File: src/rtl/uart_pkg.sv
package uart_pkg;

    typedef enum logic [1:0] {
        PAR_NONE = 2'b00,
        PAR_ZERO = 2'b01,
        PAR_ODD  = 2'b10,
        PAR_EVEN = 2'b11
    } par_e;

    typedef enum logic [2:0] {
        PH_IDLE,
        PH_START,
        PH_DATA,
        PH_PAR,
        PH_STOP
    } phase_e;

    // Parity bit for the active data bits under the given mode
    function automatic logic par_gen(input logic [7:0] d, input logic c8, input par_e m);
        logic x;
        x = ^(c8 ? d : {1'b0, d[6:0]});
        case (m)
            PAR_ODD:  return ~x;
            PAR_EVEN: return x;
            default:  return 1'b0;
        endcase
    endfunction

endpackage

File: src/rtl/uart_baud.sv
module uart_baud #(
    parameter int DIV = 4
) (
    input  logic clk,
    input  logic rst_n,
    output logic tick
);
    localparam int CW = (DIV > 1) ? $clog2(DIV) : 1;

    typedef struct packed {
        logic [CW-1:0] cnt;
        logic          tick;
    } st_t;

    st_t d, q;

    always_comb begin
        d = q;
        if (q.cnt == CW'(DIV - 1)) begin
            d.cnt  = '0;
            d.tick = 1'b1;
        end else begin
            d.cnt  = q.cnt + 1'b1;
            d.tick = 1'b0;
        end
    end

    always_ff @(posedge clk or negedge rst_n) begin
        if (!rst_n) q <= '0;
        else        q <= d;
    end

    assign tick = q.tick;
endmodule

File: src/rtl/uart_ensync.sv
module uart_ensync #(
    parameter int STAGES = 2
) (
    input  logic clk,
    input  logic rst_n,
    input  logic tick,
    input  logic en_in,
    output logic en_out
);
    typedef struct packed {
        logic [STAGES-1:0] sh;
    } st_t;

    st_t d, q;

    always_comb begin
        d = q;
        if (tick) d.sh = {q.sh[STAGES-2:0], en_in};
    end

    always_ff @(posedge clk or negedge rst_n) begin
        if (!rst_n) q <= '0;
        else        q <= d;
    end

    assign en_out = q.sh[STAGES-1];
endmodule

File: src/rtl/uart_tx.sv
module uart_tx
    import uart_pkg::*;
#(
    parameter int OVS = 16
) (
    input  logic       clk,
    input  logic       rst_n,
    input  logic       tick,
    input  logic       en,
    input  logic       wr,
    input  logic [7:0] wdata,
    input  par_e       pmode,
    input  logic       c8,
    input  logic       stop2,
    output logic       txd,
    output logic       done
);
    localparam int SW = $clog2(OVS);

    typedef struct packed {
        phase_e        ph;
        logic [SW-1:0] sub;
        logic [2:0]    bitn;
        logic [7:0]    sh;
        logic          pbit;
        logic          extra;
        logic          done;
    } st_t;

    st_t d, q;

    always_comb begin
        d      = q;
        d.done = 1'b0;
        if (!en) begin
            d.ph  = PH_IDLE;
            d.sub = '0;
        end else begin
            case (q.ph)
                PH_IDLE: begin
                    if (wr) begin
                        d.ph    = PH_START;
                        d.sub   = '0;
                        d.bitn  = '0;
                        d.sh    = wdata;
                        d.pbit  = par_gen(wdata, c8, pmode);
                        d.extra = stop2;
                    end
                end
                default: begin
                    if (tick) begin
                        if (q.sub == SW'(OVS - 1)) begin
                            d.sub = '0;
                            case (q.ph)
                                PH_START: begin
                                    d.ph   = PH_DATA;
                                    d.bitn = '0;
                                end
                                PH_DATA: begin
                                    d.sh   = q.sh >> 1;
                                    d.bitn = q.bitn + 3'd1;
                                    if (q.bitn == (c8 ? 3'd7 : 3'd6))
                                        d.ph = (pmode == PAR_NONE) ? PH_STOP : PH_PAR;
                                end
                                PH_PAR: d.ph = PH_STOP;
                                PH_STOP: begin
                                    if (q.extra) begin
                                        d.extra = 1'b0;
                                    end else begin
                                        d.ph   = PH_IDLE;
                                        d.done = 1'b1;
                                    end
                                end
                                default: d.ph = PH_IDLE;
                            endcase
                        end else begin
                            d.sub = q.sub + 1'b1;
                        end
                    end
                end
            endcase
        end
    end

    always_ff @(posedge clk or negedge rst_n) begin
        if (!rst_n) q <= '0;
        else        q <= d;
    end

    always_comb begin
        case (q.ph)
            PH_START: txd = 1'b0;
            PH_DATA:  txd = q.sh[0];
            PH_PAR:   txd = q.pbit;
            default:  txd = 1'b1;
        endcase
    end

    assign done = q.done;
endmodule

File: src/rtl/uart_rx.sv
module uart_rx
    import uart_pkg::*;
#(
    parameter int OVS = 16
) (
    input  logic       clk,
    input  logic       rst_n,
    input  logic       tick,
    input  logic       en,
    input  logic       rxd,
    input  par_e       pmode,
    input  logic       c8,
    input  logic       rd,
    input  logic       st_rd,
    output logic [7:0] rdata,
    output logic       full,
    output logic       perr,
    output logic       ferr,
    output logic       oerr,
    output logic       irq,
    output logic       eirq
);
    localparam int SW = $clog2(OVS);

    typedef struct packed {
        logic          s1;
        logic          s2;
        phase_e        ph;
        logic [SW-1:0] sub;
        logic [2:0]    bitn;
        logic [7:0]    sh;
        logic          pbit;
        logic [7:0]    rbuf;
        logic          full;
        logic          perr;
        logic          ferr;
        logic          oerr;
        logic          irq;
        logic          eirq;
    } st_t;

    st_t d, q;

    logic       line;
    logic [7:0] data_al;
    logic       par_bad;
    logic       bit_end;

    assign line    = q.s2;
    assign data_al = c8 ? q.sh : {1'b0, q.sh[7:1]};
    assign bit_end = (q.sub == SW'(OVS - 1));

    always_comb begin
        case (pmode)
            PAR_ODD:  par_bad = ~(^data_al ^ q.pbit);
            PAR_EVEN: par_bad = ^data_al ^ q.pbit;
            default:  par_bad = 1'b0;
        endcase
    end

    always_comb begin
        d      = q;
        d.irq  = 1'b0;
        d.eirq = 1'b0;
        d.s1   = rxd;
        d.s2   = q.s1;
        // clears first, so a same-cycle set below wins
        if (rd) d.full = 1'b0;
        if (st_rd) begin
            d.perr = 1'b0;
            d.ferr = 1'b0;
            d.oerr = 1'b0;
        end
        if (!en) begin
            d.ph  = PH_IDLE;
            d.sub = '0;
        end else if (tick) begin
            case (q.ph)
                PH_IDLE: begin
                    if (!line) begin
                        d.ph  = PH_START;
                        d.sub = '0;
                    end
                end
                PH_START: begin
                    if (q.sub == SW'(OVS / 2 - 1)) begin
                        d.sub  = '0;
                        d.bitn = '0;
                        d.ph   = line ? PH_IDLE : PH_DATA;
                    end else begin
                        d.sub = q.sub + 1'b1;
                    end
                end
                PH_DATA: begin
                    if (bit_end) begin
                        d.sub  = '0;
                        d.sh   = {line, q.sh[7:1]};
                        d.bitn = q.bitn + 3'd1;
                        if (q.bitn == (c8 ? 3'd7 : 3'd6))
                            d.ph = (pmode == PAR_NONE) ? PH_STOP : PH_PAR;
                    end else begin
                        d.sub = q.sub + 1'b1;
                    end
                end
                PH_PAR: begin
                    if (bit_end) begin
                        d.sub  = '0;
                        d.pbit = line;
                        d.ph   = PH_STOP;
                    end else begin
                        d.sub = q.sub + 1'b1;
                    end
                end
                PH_STOP: begin
                    if (bit_end) begin
                        d.sub = '0;
                        d.ph  = PH_IDLE;
                        if (q.full && !rd) begin
                            d.oerr = 1'b1;
                            d.eirq = 1'b1;
                        end else begin
                            d.rbuf = data_al;
                            d.full = 1'b1;
                            d.irq  = 1'b1;
                            if (par_bad) d.perr = 1'b1;
                            if (!line)   d.ferr = 1'b1;
                            d.eirq = par_bad | ~line;
                        end
                    end else begin
                        d.sub = q.sub + 1'b1;
                    end
                end
                default: d.ph = PH_IDLE;
            endcase
        end
    end

    always_ff @(posedge clk or negedge rst_n) begin
        if (!rst_n) begin
            q    <= '0;
            q.s1 <= 1'b1;
            q.s2 <= 1'b1;
        end else begin
            q <= d;
        end
    end

    assign rdata = q.rbuf;
    assign full  = q.full;
    assign perr  = q.perr;
    assign ferr  = q.ferr;
    assign oerr  = q.oerr;
    assign irq   = q.irq;
    assign eirq  = q.eirq;
endmodule

File: src/rtl/uart_xcvr.sv
module uart_xcvr
    import uart_pkg::*;
#(
    parameter int CLK_DIV = 4,
    parameter int OVS     = 16
) (
    input  logic       clk,
    input  logic       rst_n,
    input  logic       pwr,
    input  logic       tx_en,
    input  logic       rx_en,
    input  logic [1:0] par_mode,
    input  logic       char8,
    input  logic       stop2,
    input  logic       tx_wr,
    input  logic [7:0] tx_data,
    output logic       tx_done,
    output logic       txd,
    input  logic       rxd,
    input  logic       rx_rd,
    output logic [7:0] rx_data,
    output logic       rx_full,
    output logic       rx_irq,
    input  logic       st_rd,
    output logic       err_parity,
    output logic       err_frame,
    output logic       err_overrun,
    output logic       rx_err_irq
);
    localparam int NEN   = 2;
    localparam int EN_TX = 0;
    localparam int EN_RX = 1;

    logic           tick;
    logic           core_rst_n;
    logic [NEN-1:0] en_raw;
    logic [NEN-1:0] en_eff;
    par_e           pm;

    assign core_rst_n = rst_n & pwr;
    assign en_raw     = {rx_en, tx_en};
    assign pm         = par_e'(par_mode);

    uart_baud #(.DIV(CLK_DIV)) u_baud (
        .clk  (clk),
        .rst_n(rst_n),
        .tick (tick)
    );

    for (genvar g = 0; g < NEN; g++) begin : g_ensync
        uart_ensync #(.STAGES(2)) u_sync (
            .clk   (clk),
            .rst_n (core_rst_n),
            .tick  (tick),
            .en_in (en_raw[g]),
            .en_out(en_eff[g])
        );
    end

    uart_tx #(.OVS(OVS)) u_tx (
        .clk  (clk),
        .rst_n(core_rst_n),
        .tick (tick),
        .en   (en_eff[EN_TX]),
        .wr   (tx_wr),
        .wdata(tx_data),
        .pmode(pm),
        .c8   (char8),
        .stop2(stop2),
        .txd  (txd),
        .done (tx_done)
    );

    uart_rx #(.OVS(OVS)) u_rx (
        .clk  (clk),
        .rst_n(core_rst_n),
        .tick (tick),
        .en   (en_eff[EN_RX]),
        .rxd  (rxd),
        .pmode(pm),
        .c8   (char8),
        .rd   (rx_rd),
        .st_rd(st_rd),
        .rdata(rx_data),
        .full (rx_full),
        .perr (err_parity),
        .ferr (err_frame),
        .oerr (err_overrun),
        .irq  (rx_irq),
        .eirq (rx_err_irq)
    );
endmodule

File: config.mk
export PLATFORM = sky130hd
export DESIGN_NAME = uart_xcvr
export DESIGN_NICKNAME = d
export VERILOG_FILES = /design/src/rtl/uart_pkg.sv /design/src/rtl/uart_baud.sv /design/src/rtl/uart_ensync.sv /design/src/rtl/uart_tx.sv /design/src/rtl/uart_rx.sv /design/src/rtl/uart_xcvr.sv
export SDC_FILE = /design/constraint.sdc
export NUM_CORES = 1
export LEC_CHECK = 0
export BUFFER_PORTS_ARGS = -buffer_cell sky130_fd_sc_hd__clkbuf_2
export CORE_UTILIZATION = 47
export DETAILED_ROUTE_END_ITERATION = 8
export GPL_ROUTABILITY_DRIVEN = 0
export PLACE_DENSITY_LB_ADDON = 0.1
export SYNTH_ARGS = -nofsm -noshare
export SYNTH_HDL_FRONTEND = slang
export SYNTH_HIERARCHICAL = 1
export SYNTH_SLANG_ARGS = --single-unit
File: constraint.sdc
create_clock -name clk -period 3.6 [get_ports clk]
set_clock_uncertainty 0.2 [all_clocks]
set_input_delay 0.18 -clock clk [delete_from_list [all_inputs] [get_ports clk]]
set_output_delay 0.18 -clock clk [all_outputs]
set_load 0.02 [all_outputs]
### After elaboration in Yosys (flattened, before gate mapping)

Cells that the tools add are included.

| operators by class | value |
|---|---|
| add/sub/neg operators | 5 |
| multiply operators | 0 |
| div/mod/pow operators | 0 |
| $lt $le $gt $ge | 0 |
| equal/unequal tests | 32 |
| shifts and indexed selects | 0 |
| muxes and demuxes | 57 |
| bitwise logic cells | 7 |
| reductions and logical operators | 26 |

Operator list:

| operator | number |
|---|---|
| 2-to-1 mux 18 bit | 2 |
| 2-to-1 mux 3 bit | 12 |
| 2-to-1 mux 11 bit | 3 |
| 2-to-1 mux 33 bit | 1 |
| 2-to-1 mux 8 bit | 4 |
| AND reduction 5 bit | 6 |
| 2-to-1 mux 14 bit | 2 |
| 2-to-1 mux 7 bit | 3 |
| 2-to-1 mux 20 bit | 1 |
| inequality test 3 x 2 -> 1 bit (second input constant) | 6 |
| parity 8 bit | 2 |
| case mux 3 bit (5 select lines) | 1 |
| 2-to-1 mux 1 bit | 13 |
| equality test 3 x 2 -> 1 bit (second input constant) | 4 |
| 2-to-1 mux 4 bit | 3 |
| case mux 3 bit (2 select lines) | 2 |
| case mux 3 bit (4 select lines) | 1 |
| case mux 4 bit (3 select lines) | 1 |
| nonzero test 2 bit | 5 |
| adder 4 x 1 -> 4 bit (second input constant) | 2 |
| equality test 4 bit (second input constant) | 2 |
| 2-to-1 mux 2 bit | 4 |
| AND reduction 4 bit | 2 |
| AND reduction 7 bit | 1 |
| 29 further kinds | 44 |

| storage, ports and cells | value |
|---|---|
| flip-flop bits (word level) | 63 |
| latch bits | 0 |
| RAM bits | 0 |
| ROM bits | 0 |
| input bits | 21 |
| output and inout port bits | 16 |
| logic and storage cells | 152 |
| memories kept | 0 |

### Longest topological paths before layout

Gate-level depths: netlist (run 1).

| logic depth | value |
|---|---|
| word-level depth | 11 |
| depth in mapped cells | 8 |
| gate-level depth less buffers | 6 |

### Hierarchy

Netlist (run 1), hierarchy kept.

Modules (own cells, without submodules):

| module | instances | cells an instance | area an instance (um2) | sequential area each (um2) |
|---|---|---|---|---|
| uart_rx | 1 | 176 | 1848.0 | 878.3 |
| uart_tx | 1 | 145 | 1305.0 | 525.5 |
| uart_ensync | 2 | 4 | 72.6 | 50.0 |
| uart_baud | 1 | 5 | 91.3 | 75.1 |
| uart_xcvr | 1 | 1 | 6.3 | 0.0 |

### Worst setup path before layout (run 1)

No wires, ideal clock.

| timing path | value |
|---|---|
| path kind | reg-to-reg |
| from | register u_tx/q[19] (netlist name) |
| to | register u_tx/q[13] (netlist name) |
| setup time | 0.064 ns |
| data arrival time | 1.684 ns |
| data required time | 3.336 ns |
| setup slack | 1.651 ns |
| stages on the path, launching flop included | 7 |
| path buffers | 1 |
| clock period less this slack | 1.949 ns |
| cells stage by stage | dfrtp_1 > buf_6 > or4b_4 > a221o_1 > nor2_1 > mux2_2 > a22o_2 |

| between the ends | value |
|---|---|
| cells in the longest elaborated chain, start to end | 5 |
| elaborated cells on any way between the ends | 12 |
| classes of those cells | eq/ne (3); mux (4); reduce/logical (5) |

RTL lines:

| what | RTL line | text |
|---|---|---|
| start, declared | uart_tx.sv:30 | `st_t d, q;` |
| start signal, assigned | uart_tx.sv:86 | `if (!rst_n) q <= '0;` |
| start signal, assigned | uart_tx.sv:87 | `else q <= d;` |
| equality test 3 x 2 -> 1 bit / equality test 3 x 1 -> 1 bit (equally long branches) | uart_tx.sv:54 | `case (q.ph)` |
| case mux 3 bit (2 select lines) | uart_tx.sv:54 |  |
| 2-to-1 mux 11 bit | uart_tx.sv:52 | `if (q.sub == SW'(OVS - 1)) begin` |
| 2-to-1 mux 18 bit | uart_tx.sv:51 | `if (tick) begin` |
| 2-to-1 mux 18 bit | uart_tx.sv:39 | `case (q.ph)` |

Parallel ways exist; a longest one is shown, timed or not. The select of a mux whose other input is x is not followed.
A chain may end at the register's enable or synchronous reset.

### Final worst setup path (run 1)

| timing path | value |
|---|---|
| from | register u_tx/q[18] (netlist name) |
| to | register u_tx/q[3] (netlist name) |

| between the ends | value |
|---|---|
| cells in the longest elaborated chain, start to end | 3 |
| elaborated cells on any way between the ends | 8 |
| classes of those cells | eq/ne (2); mux (1); reduce/logical (5) |

RTL lines:

| what | RTL line |
|---|---|
| equality test 3 x 2 -> 1 bit / logical NOT 3 bit (equally long branches) | uart_tx.sv:54, uart_tx.sv:39 |
| nonzero test 2 bit (no source line) / inequality test 2 bit (equally long branches) | - |
| AND reduction 5 bit (no source line) | - |

Parallel ways exist; a longest one is shown, timed or not.

==> results of run 1 <==
registers in the layout (all words and copies together), names as in the netlist:
signal / count
u_tx/q: 20
u_rx/q: 19
u_rx/rdata: 8
g_ensync.u_sync/q: 4
u_baud/q: 2
u_baud/tick: 1
u_rx/d: 1
u_rx/eirq: 1
u_rx/ferr: 1
u_rx/full: 1
u_rx/irq: 1
u_rx/line: 1
u_rx/oerr: 1
u_rx/perr: 1
u_tx/done: 1
worst max-delay path by stage:
stage / start / to / slack (ns) / cells past startpoint
3_3_place_gp: u_tx/q[18] / u_tx/q[3] / 1.08 / 5
3_5_place_dp: u_tx/q[18] / u_tx/q[3] / 1.01 / 5
4_1_cts: u_tx/q[18] / u_tx/q[3] / 1.00 / 5
6_report: u_tx/q[18] / u_tx/q[3] / 0.95 / 5
5_1_grt: u_tx/q[18] / u_tx/q[3] / 0.74 / 5
2_1_floorplan: pwr / g_ensync[0].u_sync/q[0] / 1.39 / 1
kinds of logic (layout without fill, tap and decap cells):
logic type      count (synthesis)  in the layout  share of synthesized area (%)
mux                            24             24                           7.59
compound gates                 81             81                           15.0
xor+xnor                       21             21                           6.23
fa+ha+maj                       5              5                           1.84
flops                          63             63                           46.5
buf+inv                        35             76                           5.86
simple gates                  106            106                           16.9
critical path: cells and delay by family, from the launching register on:
| kind | cells | cell delay (ns) |
|---|---|---|
| AND/OR/NAND/NOR | 3 | 1.23 |
| flip-flops | 1 | 0.61 |
| AO/OA/AOI/OAI | 2 | 0.49 |
metal layers:
| metal | vias up | wire length (microns) |
|---|---|---|
| li1 | 1244 | - |
| met4 | 0 | 89 |
| met5 | - | 0 |
| met2 | 46 | 2930 |
| met1 | 1203 | 3340 |
| met3 | 9 | 215 |
area by class of cell:
type	count	share of cell area [%]
Multi-Input combinational cell	237	41.6
Sequential cell	63	40.6
Timing Repair Buffer	50	8.04
Clock buffer	13	4.08
Tap cell	96	3.09
Clock inverter	3	1.67
Inverter	10	0.964
cell usage in the layout, fill, tap and decap left out, types with 3 or more instances in the layout:
master / synthesis / final
nand2b_1: 6 / 6
dlygate4sd3_1: 0 / 11
clkbuf_8: 0 / 11
dfrtp_1: 61 / 61
mux2_2: 14 / 14
clkbuf_2: 0 / 36
nand4_1: 3 / 3
o22ai_1: 4 / 4
xor2_1: 6 / 6
and3_1: 7 / 7
mux2i_1: 10 / 10
nor2b_1: 7 / 7
xnor2_1: 13 / 13
inv_1: 10 / 10
a22o_1: 3 / 3
o21ai_0: 24 / 24
nand2_1: 32 / 32
o31ai_1: 3 / 3
nor3_1: 4 / 4
nand3b_1: 3 / 3
ha_1: 5 / 5
buf_4: 10 / 3
o21a_1: 4 / 4
nand3_1: 7 / 7
a21oi_1: 20 / 20
nor2_1: 18 / 18
through the flow:
stage | area, sq um | cells | total power, uW
global route | 3890 | 472 | 1770
CTS | 3890 | 472 | 1700
floorplan | 3400 | 335 | 944
global placement | 3560 | 445 | 989
detailed placement | 3560 | 445 | 995
finish | 3890 | 472 | 1680
report_power, final:
group          switching, uW  total (uW)  leakage (uW)  internal (uW)
sequential              42.5         798      0.000846            755
combinational            107         193      0.000842           86.7
clock                    265         692      0.000114            428
what timing repair did:
| item | 4_1_cts | 5_1_grt |
|---|---|---|
| endpoints found under the hold margin | 39 | 0 |
| hold buffers | 11 | 0 |
| endpoints found under the setup margin | 0 | 0 |
==> flow_results.xml, run 1 <==
<?xml version="1.0" encoding="UTF-8"?>
<metrics>
  <group name="timing">
    <metric name="min_period" unit="ns">2.65</metric>
    <metric name="final_hold_viol_count" unit="">0</metric>
    <metric name="rsz0062_at_grt" unit="">false</metric>
    <metric name="worst_slack" unit="ns">0.948</metric>
    <metric name="timing_limited_maximum_frequency" unit="GHz">0.377</metric>
    <metric name="fin_hold_ws" unit="ns">0.0478</metric>
    <metric name="total_negative_slack" unit="ns">0</metric>
    <metric name="finalSetupViolations" unit="">0</metric>
    <metric name="tightest_slew" unit="ns">0.840</metric>
    <metric name="slew_viol_final" unit="">0</metric>
    <metric name="slew_headroom" unit="%">43.2</metric>
    <metric name="part_of_the_cycle_the_worst_path_needs" unit="%">73.7</metric>
  </group>
  <group name="clock_network">
    <metric name="post_cts_buffers" unit="">0</metric>
    <metric name="tritoncts.num_buffers" unit="">9</metric>
    <metric name="cts_tree" unit="">done</metric>
    <metric name="clock_sink_count" unit="">63</metric>
    <metric name="ctsRootBufferMaster" unit="">clkbuf_8</metric>
    <metric name="htree_levels" unit="">3</metric>
    <metric name="cts.clk_slew.worst_paths" unit="ns">0.08</metric>
    <metric name="post_cts_resized" unit="">0</metric>
    <metric name="worst_skew_pair.late_latency" unit="ns">0.34</metric>
    <metric name="cts_buffer_depth" unit="">2</metric>
  </group>
  <group name="placement">
    <metric name="pre_cts_slack" unit="ns">1.01</metric>
    <metric name="portBuffers" unit="">36</metric>
    <metric name="hpwl_after_detailed_placement" unit="microns">4550</metric>
  </group>
  <group name="routing">
    <metric name="vias_per_cell" unit="">5.30</metric>
    <metric name="routed_wire_length_per_instance" unit="microns">13.9</metric>
    <metric name="drcViolationCount" unit="">0</metric>
    <metric name="drtPass1Iterations" unit="">4</metric>
    <metric name="via_total_after_detailed_routing" unit="">2502</metric>
    <metric name="postRouteAntennaNets" unit="">0</metric>
    <metric name="drt_iter0_markers" unit="">127</metric>
    <metric name="routed_wirelength" unit="microns">6570</metric>
  </group>
  <group name="synthesis">
    <metric name="synth_largest_type_area_fraction" unit="%">45.0</metric>
    <metric name="synth_cells" unit="">335</metric>
    <metric name="ys_seq_elements" unit="">63</metric>
    <metric name="ys_seq_area_share" unit="%">46.5</metric>
    <metric name="synthArstFlopShare" unit="%">100</metric>
    <metric name="library_cell_with_the_highest_instance_count_after_synthesis" unit="">dfrtp_1</metric>
    <metric name="synthesis.area_per_instance" unit="sq um">10.1</metric>
    <metric name="synth_ff_type" unit="">dfrtp_1</metric>
    <metric name="synth_cell_types" unit="">62</metric>
    <metric name="yosysWarnings" unit="">6</metric>
    <metric name="netlist.top_cell.by_area" unit="">dfrtp_1</metric>
    <metric name="synth.top_cells.by_count" unit="">61 x dfrtp_1, 32 x nand2_1, 24 x o21ai_0</metric>
    <metric name="netlist_top_cells_area" unit="">dfrtp_1 45%, mux2_2 4.6%, o21ai_0 3.5%, nand2_1 3.5%, xnor2_1 3.4%</metric>
    <metric name="synth_enable_flop_cells" unit="">0</metric>
    <metric name="syn-cell-area" unit="sq um">3400</metric>
    <metric name="synth_nets" unit="">361</metric>
  </group>
  <group name="cells_and_area">
    <metric name="area_occupied_by_multi_input_gates" unit="sq um">1620</metric>
    <metric name="insertedDiodeCount" unit="">0</metric>
    <metric name="seq_area" unit="sq um">1580</metric>
    <metric name="nNetsFinal" unit="">397</metric>
    <metric name="post-route-util" unit="%">56.7</metric>
    <metric name="layout.filler_cells" unit="">621</metric>
    <metric name="drive_above_1_share" unit="%">21.5</metric>
    <metric name="synthToLayoutAreaGrowth" unit="%">14.6</metric>
  </group>
  <group name="critical_path">
    <metric name="timing.rr.end" unit="">u_tx/q[3]</metric>
    <metric name="crit_required" unit="ns">3.61</metric>
    <metric name="timing.setup.critical_path_class" unit="">reg2reg</metric>
    <metric name="reg2reg_slack" unit="ns">0.95</metric>
    <metric name="worstPathArrival" unit="ns">2.66</metric>
    <metric name="number_of_cell_instances_on_the_worst_register_to_register_path" unit="">5</metric>
    <metric name="timing.rr.start" unit="">u_tx/q[18]</metric>
    <metric name="timing.critical_path.slowest_stage_cell" unit="">or4b_4</metric>
    <metric name="slowest_delay" unit="ns">0.63</metric>
    <metric name="crit_path_cell_trace" unit="">or4b_4 -&gt; nand2_1 -&gt; nand4_1 -&gt; a221oi_1 -&gt; a21oi_1</metric>
    <metric name="cp_max_fo" unit="">20</metric>
    <metric name="start_kind" unit="">flop</metric>
    <metric name="worst_setup_path_end_kind" unit="">flop</metric>
  </group>
  <group name="global_route">
    <metric name="number_of_antenna_violations_at_the_first_check_in_global_routing" unit="">0</metric>
    <metric name="global_route_usage_sum" unit="%">19.8</metric>
    <metric name="grt_remaining_overflow" unit="">0</metric>
    <metric name="grt_start_max_net_pins" unit="">34</metric>
    <metric name="met2_usage" unit="%">28.6</metric>
    <metric name="met1_usage" unit="%">29.0</metric>
    <metric name="grt_pass1_vias" unit="">2380</metric>
    <metric name="top_usage_layer" unit="">met1</metric>
    <metric name="grtUsageMet3" unit="%">4.17</metric>
    <metric name="global_route_wire_length_before_repair" unit="microns">11500</metric>
  </group>
  <group name="min_path">
    <metric name="worstHoldPathCells" unit="">3</metric>
    <metric name="hold_path_endpoint" unit="">u_rx/full</metric>
    <metric name="hold_path.startpoint" unit="">rx_rd</metric>
    <metric name="worst_min_path_class" unit="">in2reg</metric>
  </group>
  <group name="die">
    <metric name="dieHeight" unit="microns">87</metric>
    <metric name="fp.dieArea" unit="sq um">7570</metric>
    <metric name="core_region_area" unit="sq um">6870</metric>
    <metric name="ios" unit="">37</metric>
    <metric name="fp-row-count" unit="">30</metric>
    <metric name="die-width" unit="microns">87</metric>
    <metric name="initial_core_util" unit="%">49.4</metric>
  </group>
  <group name="pwr">
    <metric name="vdd_ir_drop_max" unit="mV">0.220</metric>
    <metric name="power.density" unit="nW/um^2">432</metric>
    <metric name="leakage" unit="uW">0.00180</metric>
  </group>
  <group name="status">
    <metric name="outcome" unit="">finished clean</metric>
  </group>
  <group name="job">
    <metric name="max_cap_viol_count" unit="">0</metric>
  </group>
</metrics>
Power figures use the tool's default switching activity.
==> inputs of run 2 (changes only) <==
==> constraint.sdc (replaced) <==
create_clock -name clk -period 2.7 [get_ports clk]
set_clock_uncertainty 0.2 [all_clocks]
set_input_delay 0.135 -clock clk [delete_from_list [all_inputs] [get_ports clk]]
set_output_delay 0.135 -clock clk [all_outputs]
set_load 0.02 [all_outputs]
==> run 2 against run 1 <==
Sequential share of layout area shrank 1.0 points. Total power grew 40%. Non-clock buffer count grew 9. Critical path depth increased by 4. Register-to-register slack worse by 0.73 ns. First-iteration DRC count is 11% lower. Combinational power grew 46%. Largest cell class unchanged. Cell count is 1.9% higher.
==> flow_results.xml, run 2 (synthesis gave the netlist of run 1 again) <==
<?xml version="1.0" encoding="UTF-8"?>
<metrics>
  <group name="die">
    <metric name="ios" unit="">37</metric>
    <metric name="fp-row-count" unit="">30</metric>
    <metric name="dieHeight" unit="microns">87</metric>
    <metric name="die-width" unit="microns">87</metric>
    <metric name="initial_core_util" unit="%">49.4</metric>
    <metric name="fp.dieArea" unit="sq um">7570</metric>
    <metric name="core_region_area" unit="sq um">6870</metric>
  </group>
  <group name="timing">
    <metric name="worst_slack" unit="ns">0.204</metric>
    <metric name="min_period" unit="ns">2.50</metric>
    <metric name="timing_limited_maximum_frequency" unit="GHz">0.401</metric>
    <metric name="slew_viol_final" unit="">0</metric>
    <metric name="final_hold_viol_count" unit="">0</metric>
    <metric name="tightest_slew" unit="ns">0.750</metric>
    <metric name="finalSetupViolations" unit="">0</metric>
    <metric name="slew_headroom" unit="%">50.0</metric>
    <metric name="rsz0062_at_grt" unit="">false</metric>
    <metric name="total_negative_slack" unit="ns">0</metric>
    <metric name="part_of_the_cycle_the_worst_path_needs" unit="%">92.5</metric>
  </group>
  <group name="global_route">
    <metric name="global_route_wire_length_before_repair" unit="microns">11800</metric>
    <metric name="met2_usage" unit="%">29.7</metric>
    <metric name="number_of_antenna_violations_at_the_first_check_in_global_routing" unit="">0</metric>
    <metric name="grt_remaining_overflow" unit="">0</metric>
    <metric name="grt_start_max_net_pins" unit="">61</metric>
    <metric name="top_usage_layer" unit="">met2</metric>
    <metric name="grt_pass1_vias" unit="">2460</metric>
    <metric name="grtUsageMet3" unit="%">3.70</metric>
    <metric name="global_route_usage_sum" unit="%">20.3</metric>
    <metric name="met1_usage" unit="%">29.2</metric>
  </group>
  <group name="critical_path">
    <metric name="timing.rr.start" unit="">u_rx/q[26]</metric>
    <metric name="critPathLaunch" unit="">char8</metric>
    <metric name="worstPathArrival" unit="ns">2.52</metric>
    <metric name="number_of_cell_instances_on_the_worst_register_to_register_path" unit="">8</metric>
    <metric name="worst_setup_path_end_kind" unit="">flop</metric>
    <metric name="crit_end" unit="">u_rx/perr</metric>
    <metric name="timing.rr.end" unit="">u_rx/perr</metric>
    <metric name="crit_required" unit="ns">2.72</metric>
    <metric name="start_kind" unit="">input port</metric>
    <metric name="cp_max_fo" unit="">9</metric>
    <metric name="reg2reg_slack" unit="ns">0.22</metric>
    <metric name="timing.setup.critical_path_class" unit="">in2reg</metric>
  </group>
  <group name="cells_and_area">
    <metric name="post-route-util" unit="%">58.1</metric>
    <metric name="mostFrequentLayoutCells" unit="">61 x dfrtp_1, 35 x clkbuf_2, 32 x nand2_1, 24 x o21ai_0, 20 x a21oi_1</metric>
    <metric name="nNetsFinal" unit="">406</metric>
    <metric name="layout.filler_cells" unit="">613</metric>
    <metric name="stdcell_count" unit="">481</metric>
    <metric name="synthToLayoutAreaGrowth" unit="%">17.5</metric>
    <metric name="largest-register" unit="">u_tx/q</metric>
    <metric name="largest_register_ffs" unit="">20</metric>
    <metric name="drive_above_1_share" unit="%">23.4</metric>
    <metric name="insertedDiodeCount" unit="">0</metric>
    <metric name="layout_commonest_cell" unit="">dfrtp_1</metric>
  </group>
  <group name="min_path">
    <metric name="worst_min_path_class" unit="">in2reg</metric>
    <metric name="worstHoldPathCells" unit="">4</metric>
  </group>
  <group name="clock_network">
    <metric name="htree_levels" unit="">3</metric>
    <metric name="worst_skew_pair.late_latency" unit="ns">0.34</metric>
    <metric name="tritoncts.num_buffers" unit="">9</metric>
    <metric name="ctsRootBufferMaster" unit="">clkbuf_8</metric>
    <metric name="clock_sink_count" unit="">63</metric>
    <metric name="cts_buffer_depth" unit="">2</metric>
    <metric name="cts_tree" unit="">done</metric>
    <metric name="cts.clk_slew.worst_paths" unit="ns">0.08</metric>
  </group>
  <group name="placement">
    <metric name="hpwl_after_detailed_placement" unit="microns">4500</metric>
    <metric name="pre_cts_slack" unit="ns">0.522</metric>
    <metric name="place.detailed.instances" unit="">450</metric>
    <metric name="portBuffers" unit="">36</metric>
  </group>
  <group name="pwr">
    <metric name="leakage" unit="uW">0.00185</metric>
    <metric name="vdd_ir_drop_max" unit="mV">0.329</metric>
    <metric name="power.density" unit="nW/um^2">590</metric>
  </group>
  <group name="routing">
    <metric name="routed_wire_length_per_instance" unit="microns">13.9</metric>
    <metric name="drcViolationCount" unit="">0</metric>
    <metric name="postRouteAntennaNets" unit="">0</metric>
    <metric name="vias_per_cell" unit="">5.25</metric>
    <metric name="via_total_after_detailed_routing" unit="">2525</metric>
    <metric name="drtPass1Iterations" unit="">4</metric>
    <metric name="drt_iter0_markers" unit="">113</metric>
    <metric name="routed_wirelength" unit="microns">6680</metric>
  </group>
  <group name="job">
    <metric name="max_cap_viol_count" unit="">0</metric>
  </group>
  <group name="status">
    <metric name="outcome" unit="">finished clean</metric>
  </group>
</metrics>
## run 2: timing repair
item | CTS | global route
setup buffers | 0 | 1
hold endpoints to repair | 74 | 0
setup endpoints to repair | 0 | 1
gates resized for setup | 0 | 2
hold buffers | 14 | 0
## run 2: power breakdown
part | leakage [uW] | switching (uW) | internal, uW | total (uW)
Sequential | 0.000846 | 49.6 | 1010 | 1060
Combinational | 0.000882 | 152 | 129 | 281
Clock | 0.000120 | 404 | 616 | 1020
## run 2: worst min path at each step
stage | startpoint | endpoint
2_1_floorplan | rst_n | u_baud/q[1]
3_3_place_gp | rst_n | u_baud/tick
3_5_place_dp | rst_n | u_baud/tick
4_1_cts | tx_data[6] | u_tx/q[9]
5_1_grt | tx_data[5] | u_tx/q[8]
6_report | tx_data[6] | u_tx/q[9]
## run 2: critical path: stages
cell and delay, ns:
dlygate4sd3_1 0.52, buf_2 0.20, buf_4 0.23, nand2_1 0.10
xnor2_1 0.19, xnor3_1 0.42, nand2_1 0.10, o22ai_1 0.07
dlygate4sd3_1 0.55
## run 2: area by class of cell
type	count	area (sq um)	area share, %
Multi-Input combinational cell	237	1620	40.7
Sequential cell	63	1580	39.6
Timing Repair Buffer	59	388	9.72
Clock buffer	9	124	3.10
Clock inverter	7	120	3.01
Tap cell	96	120	3.01
Inverter	10	37.5	0.940
## run 2: through the flow
stage / power, uW / hold WS, ns / instance area [sq um]
after global placement: 1340 / -0.263 / 3600
after floorplan: 1260 / -0.361 / 3400
after global routing: 2470 / 0.0462 / 3990
after CTS: 2380 / 0.00811 / 3980
final: 2360 / 0.0123 / 3990
after detailed placement: 1340 / -0.261 / 3600
## run 2: layer usage
metal	up-vias	share of wire (%)
met5	-	0
met1	1204	52
met4	0	1.3
met3	8	2.9
li1	1267	-
met2	46	44
